--- config.mk ---
export PLATFORM = sky130hd
export DESIGN_NAME = ca_par_alert
export DESIGN_NICKNAME = d
export VERILOG_FILES = /design/src/rtl/ca_par_pkg.sv /design/src/rtl/ca_par_check.sv /design/src/rtl/ca_crc_pulse.sv /design/src/rtl/ca_par_recovery.sv /design/src/rtl/ca_par_alert.sv
export SDC_FILE = /design/constraint.sdc
export NUM_CORES = 1
export LEC_CHECK = 0
export BUFFER_PORTS_ARGS = -buffer_cell sky130_fd_sc_hd__buf_2
export CAP_MARGIN = 40
export CORE_AREA = 2 2 80 82
export CTS_CLUSTER_DIAMETER = 150
export DETAILED_ROUTE_END_ITERATION = 8
export DIE_AREA = 0 0 82 84
export GPL_TIMING_DRIVEN = 0
export HOLD_SLACK_MARGIN = 0.15
export PLACE_DENSITY = 0.68
export SETUP_SLACK_MARGIN = 0.2
export SYNTH_ARGS = -nofsm -noshare
export SYNTH_HDL_FRONTEND = slang
export SYNTH_SLANG_ARGS = --single-unit
--- constraint.sdc ---
create_clock -name clk -period 4.3 [get_ports clk]
set_clock_uncertainty 0.15 [all_clocks]
set_input_delay 1.075 -clock clk [delete_from_list [all_inputs] [get_ports clk]]
set_output_delay 1.075 -clock clk [all_outputs]
set_load 0.01 [all_outputs]
--- src/rtl/ca_par_pkg.sv ---
package ca_par_pkg;
  typedef enum logic {
    REC_IDLE = 1'b0,
    REC_WAIT = 1'b1
  } rec_state_e;

  localparam int CID_MAX_W = 3;

  function automatic int ca_word_width(input int addr_w, input int bg_w, input int ba_w);
    return CID_MAX_W + 1 + bg_w + ba_w + addr_w;
  endfunction
endpackage

--- src/rtl/ca_par_check.sv ---
module ca_par_check #(
  parameter int ADDR_W = 18,
  parameter int BG_W   = 2,
  parameter int BA_W   = 2,
  parameter bit CID_EN = 1'b1,
  parameter int CA_W   = ca_par_pkg::ca_word_width(ADDR_W, BG_W, BA_W)
) (
  input  logic                            par_en,
  input  logic                            cs_n,
  input  logic                            act_n,
  input  logic [BG_W-1:0]                 bg,
  input  logic [BA_W-1:0]                 ba,
  input  logic [ADDR_W-1:0]               addr,
  input  logic [ca_par_pkg::CID_MAX_W-1:0] cid,
  input  logic                            par_in,
  output logic [CA_W-1:0]                 word,
  output logic                            fail
);
  localparam int CW = ca_par_pkg::CID_MAX_W;

  logic [CW-1:0] cid_used;

  generate
    if (CID_EN) begin : g_cid
      assign cid_used = cid;
    end else begin : g_nocid
      assign cid_used = '0;
    end
  endgenerate

  assign word = {cid_used, act_n, bg, ba, addr};
  // even parity: all covered bits plus the parity bit must fold to zero
  assign fail = par_en & ~cs_n & ((^word) ^ par_in);
endmodule

--- src/rtl/ca_crc_pulse.sv ---
module ca_crc_pulse #(
  parameter int CRC_LOW = 6
) (
  input  logic clk,
  input  logic rst_n,
  input  logic crc_err,
  output logic active
);
  localparam int CW = $clog2(CRC_LOW + 1);
  localparam logic [CW-1:0] LOAD = CW'(CRC_LOW);

  logic [CW-1:0] cnt_q;

  always_ff @(posedge clk or negedge rst_n) begin
    if (!rst_n) begin
      cnt_q <= '0;
    end else if (crc_err) begin
      cnt_q <= LOAD;
    end else if (cnt_q != '0) begin
      cnt_q <= cnt_q - 1'b1;
    end
  end

  assign active = (cnt_q != '0);

  a_r8_crc_load: assert property (@(posedge clk) disable iff (!rst_n)
    crc_err |=> active);
  a_r8_crc_end: assert property (@(posedge clk) disable iff (!rst_n)
    (cnt_q == CW'(1) && !crc_err) |=> !active);
endmodule

--- src/rtl/ca_par_recovery.sv ---
module ca_par_recovery #(
  parameter int CA_W    = 26,
  parameter int PAR_LOW = 64
) (
  input  logic            clk,
  input  logic            rst_n,
  input  logic            fail,
  input  logic [CA_W-1:0] word,
  input  logic            rec_done,
  input  logic            clr,
  output logic            busy,
  output logic            sticky,
  output logic [CA_W-1:0] err_word
);
  import ca_par_pkg::*;

  localparam int TW = $clog2(PAR_LOW + 1);
  localparam logic [TW-1:0] LAST = TW'(PAR_LOW - 1);

  rec_state_e    state_q;
  logic [TW-1:0] tmr_q;
  logic          capture;

  assign capture = fail && (state_q == REC_IDLE);

  always_ff @(posedge clk or negedge rst_n) begin
    if (!rst_n) begin
      state_q <= REC_IDLE;
      tmr_q   <= '0;
    end else begin
      case (state_q)
        REC_IDLE: begin
          if (fail) begin
            state_q <= REC_WAIT;
            tmr_q   <= '0;
          end
        end
        REC_WAIT: begin
          if (tmr_q == LAST && rec_done) begin
            state_q <= REC_IDLE;
          end else if (tmr_q != LAST) begin
            tmr_q <= tmr_q + 1'b1;
          end
        end
        default: state_q <= REC_IDLE;
      endcase
    end
  end

  always_ff @(posedge clk or negedge rst_n) begin
    if (!rst_n) begin
      sticky   <= 1'b0;
      err_word <= '0;
    end else if (capture) begin
      sticky   <= 1'b1;
      err_word <= word;
    end else if (clr) begin
      sticky   <= 1'b0;
      err_word <= '0;
    end
  end

  assign busy = (state_q == REC_WAIT);

  a_r4_enter: assert property (@(posedge clk) disable iff (!rst_n)
    (fail && !busy) |=> (busy && sticky));
  a_r6_wait_done: assert property (@(posedge clk) disable iff (!rst_n)
    (busy && !rec_done) |=> busy);
  a_r6_min_low: assert property (@(posedge clk) disable iff (!rst_n)
    (busy && tmr_q != LAST) |=> busy);
  a_r7_keep_word: assert property (@(posedge clk) disable iff (!rst_n)
    (busy && fail && !clr) |=> $stable(err_word));
endmodule

--- src/rtl/ca_par_alert.sv ---
module ca_par_alert #(
  parameter int ADDR_W  = 18,
  parameter int BG_W    = 2,
  parameter int BA_W    = 2,
  parameter bit CID_EN  = 1'b1,
  parameter int CRC_LOW = 6,
  parameter int PAR_LOW = 64,
  localparam int CA_W   = ca_par_pkg::ca_word_width(ADDR_W, BG_W, BA_W)
) (
  input  logic                             clk,
  input  logic                             rst_n,
  input  logic                             par_en,
  input  logic                             cs_n,
  input  logic                             act_n,
  input  logic [BG_W-1:0]                  bg,
  input  logic [BA_W-1:0]                  ba,
  input  logic [ADDR_W-1:0]                addr,
  input  logic [ca_par_pkg::CID_MAX_W-1:0] cid,
  input  logic                             par_in,
  input  logic                             crc_err,
  input  logic                             rec_done,
  input  logic                             clr,
  output logic                             alert_n,
  output logic                             cmd_ignore,
  output logic                             rec_busy,
  output logic                             par_err_flag,
  output logic [CA_W-1:0]                  err_word
);
  logic [CA_W-1:0] word;
  logic            fail;
  logic            crc_act;

  ca_par_check #(
    .ADDR_W(ADDR_W), .BG_W(BG_W), .BA_W(BA_W), .CID_EN(CID_EN), .CA_W(CA_W)
  ) u_check (
    .par_en(par_en), .cs_n(cs_n), .act_n(act_n), .bg(bg), .ba(ba),
    .addr(addr), .cid(cid), .par_in(par_in), .word(word), .fail(fail)
  );

  ca_par_recovery #(
    .CA_W(CA_W), .PAR_LOW(PAR_LOW)
  ) u_rec (
    .clk(clk), .rst_n(rst_n), .fail(fail), .word(word), .rec_done(rec_done),
    .clr(clr), .busy(rec_busy), .sticky(par_err_flag), .err_word(err_word)
  );

  ca_crc_pulse #(
    .CRC_LOW(CRC_LOW)
  ) u_crc (
    .clk(clk), .rst_n(rst_n), .crc_err(crc_err), .active(crc_act)
  );

  assign alert_n    = ~(rec_busy | crc_act);
  assign cmd_ignore = rec_busy | fail;

  a_r2_gate: assert property (@(posedge clk) disable iff (!rst_n)
    $rose(rec_busy) |-> $past(par_en && !cs_n));
  a_r8_crc_alert: assert property (@(posedge clk) disable iff (!rst_n)
    crc_err |=> !alert_n);
  a_r10_clear: assert property (@(posedge clk) disable iff (!rst_n)
    (clr && !fail) |=> !par_err_flag);
  a_r8_crc_no_flag: assert property (@(posedge clk) disable iff (!rst_n)
    (crc_err && !fail && !par_err_flag) |=> !par_err_flag);
endmodule

==> out/qor.csv <==
metric,value,unit
vias in the first global route,1505,
Max Clock Freq,0.252,GHz
"Clk pin slew, worst setup/hold paths",0.07,ns
sequential share of power,43.7,%
P_sw,314,uW
"Max FO, Critical Path",5,
Starting Density,34.0,%
crit path time final,3.97,ns
element type at the critical path end,output port,
"Seq/Total Area, Yosys",45.9,%
Syn-to-layout area delta,25.0,%
first-pass GRT wire length,6890,um
worst slew margin relative to its limit,69.3,%
clock latency on the worst-skew pair,0.28,ns
Synth top area share,45.9,%
Final Cycle Share,92.4,%
RSZ-0062 raised after global routing,no,
distinct cell type count after synthesis,34,
DRC Markers,0,
synthesized flop and latch total,38,
vias per cell,4.54,
CP Class,input pin to output port,
Crit path largest cell delay,0.42,ns
Least-Margin Pin Slew,0.458,ns
layout filler cell count,589,
Root Driver,clkbuf_8,
wire per inst,13.3,um
htree depth,2,
vias,1467,
"Slowest-stage cell, CP",xor3_1,
XOR/XNOR share of the synthesized area,14.3,%
Hold WC Path Type,register to register,
Worst EP required,3.07,ns
Cell Pwr Density,391,nW/um2
ant diodes,0,
WHS,0.347,ns
count of pins over their slew limit,0,
Pre-antenna DRT Iters,2,
die area,6890,um2
adder-cell area share of the yosys netlist,1.81,%
largest family of logic cells by synthesized area,multiplexers,
mean area per synthesized cell,11.9,um2
remaining antenna violation count,0,
synthesis warning total,0,
Final Util,42.5,%
global route total overflow,0,
outcome,finished clean,
"commonest non-fill, non-tap cell in the layout",buf_2,
multiplexer share of the synthesized area,16.4,%
Placement Rows,29,
leakage power,1.36,nW
max-cap viol count,0,
worst vdd ir,0.219,mV
Final Hold Violating Endpoints,0,
Clk network pwr share,22.8,%
most frequent cells in the layout,"63 x buf_2, 38 x dfrtp_1, 28 x nor2b_1, 19 x xnor2_1, 19 x mux2_2",
share of cells above drive strength 1,42.3,%
total CTS buffers,5,
Syn Inst Count,174,
Post-Route WL,4300,um
Iter 0 DRT Violations,26,
cell taking the most area after synthesis,dfrtp_1,
Final nets,283,
Core ar.,6100,um2
crit-path cells,buf_2 -> xor2_1 -> xnor2_1 -> xnor2_1 -> buf_4 -> xor3_1 -> nor2_2 -> or2_2 -> buf_2,
# setup viols final,0,
Worst setup SP type,input pin,
FF+latch area,951,um2
post-DP HPWL,3210,um
die outline height,84,um
Synth Area in Compound Gates,4.77,%
GRT Overall Usage,13.1,%
syn nets,211,
GP Congestion,0.747,
Die X,82,um
CTS Buffer Depth,2,
Mapped Area,2070,um2
antenna violations before repair,0,
"Data arrival, critical path",2.75,ns
largest cells by area after synthesis,"dfrtp_1 46%, mux2_2 10%, nor2b_1 8.4%, xnor2_1 8.0%, mux2_4 5.1%",
Ports,64,
Multi-input gate area,1060,um2
largest net degree at the start of global routing,24,
internal power,701,uW
setup TNS,0,ns
simple logic cell fraction of the synthesized area,13.6,%
Sw Ratio,30.9,%
CTS tree,built,
power share of the combinational group,33.5,%
# clock sinks,38,
PortBufs,63,
## timing repair
item / 4_1_cts / 5_1_grt
hold buffers: 0 / 0
buffers inserted: 0 / 1
setup endpoints to repair: 1 / 1
gates resized for setup: 1 / 0
pin swaps: 2 / 1
endpoints found under the hold margin: 0 / 0
## layout make-up
type                            count  share of cell area (%)
Multi-Input combinational cell    124                    40.8
Sequential cell                    38                    36.7
Timing Repair Buffer               65                    13.2
Tap cell                           77                    3.72
Clock buffer                        7                    2.95
Buffer                              6                    1.74
Inverter                            6                   0.869
## registers in the layout (all words and copies together), names as in the netlist
signal and flops:
u_rec.busy 1, u_rec.tmr_q 7, u_crc.cnt_q 3, u_rec.err_word 26, u_rec.sticky 1
## worst max-delay path, delay by kind of cell
kind,cells,cell delay (ns)
xor gates and xnor gates,4,0.97
and+or+nand+nor,2,0.34
buffers and inverters,3,0.38
## metal layers
layer | part of all wire (%) | vias to the layer above | GRT usage, %
met3 | 5.3 | 5 | 3.14
li1 | - | 718 | -
met5 | 0 | - | 0
met2 | 49 | 39 | 22.8
met1 | 45 | 705 | 15.7
met4 | 1.2 | 0 | 4.09
## synthesized netlist by cell type, drive strengths merged
master / instances
a211o: 1
a21oi: 4
a2bb2oi: 1
and3: 1
buf: 3
clkbuf: 3
dfrtp: 38
ha: 3
inv: 6
mux2: 26
mux2i: 2
nand2: 4
nand2b: 4
nand3: 2
nand4: 1
nor2: 6
nor2b: 28
nor3b: 1
o21ai: 7
o221ai: 1
o311a: 1
o31ai: 1
or2: 1
or3: 1
xnor2: 20
xnor3: 2
xor2: 5
xor3: 1
## power groups by stage
| stage | sequential (mW) | clock, mW | combinational, mW |
|---|---|---|---|
| after detailed placement | 0.449 | 0 | 0.336 |
| after floorplan | 0.447 | 0 | 0.247 |
| final | 0.443 | 0.231 | 0.339 |
| after CTS | 0.442 | 0.248 | 0.340 |
| after global routing | 0.449 | 0.260 | 0.379 |
| after global placement | 0.448 | 0 | 0.323 |
## cells by family after synthesis
logic type / Yosys count
AO/OA/AOI/OAI: 16
XOR/XNOR: 28
adder cells (fa/ha/maj): 3
buffers and inverters: 12
flip-flops: 38
multiplexers: 28
AND/OR/NAND/NOR: 49
## per-stage QoR
step / instances / setup WS (ns) / total power [mW] / instance area, um2
CTS: 322 / 0.287 / 1.03 / 2580
global route: 323 / 0.209 / 1.09 / 2590
global placement: 314 / 0.133 / 0.771 / 2480
finish: 323 / 0.326 / 1.01 / 2590
detailed placement: 315 / 0.103 / 0.785 / 2500
floorplan: 174 / 0.541 / 0.694 / 2070
## final timing paths
kind                                                  from                        endpoint  slack [ns]  depth (start not counted)
worst max-delay path                              addr[12]                      cmd_ignore        0.33                          9
worst min-delay path            u_crc.cnt_q[1]$_DFFE_PN0P_      u_crc.cnt_q[1]$_DFFE_PN0P_        0.35                          1
worst max register to register  u_rec.tmr_q[0]$_DFFE_PN0P_      u_rec.tmr_q[3]$_DFFE_PN0P_        2.25                          7
worst min register to register  u_crc.cnt_q[1]$_DFFE_PN0P_      u_crc.cnt_q[1]$_DFFE_PN0P_        0.35                          1
max in group asynchronous                            rst_n  u_rec.err_word[15]$_DFFE_PN0P_        2.97                          2
min in group asynchronous                            rst_n      u_rec.tmr_q[0]$_DFFE_PN0P_        0.56                          1
No activity file was read; power rests on OpenSTA's default activity.
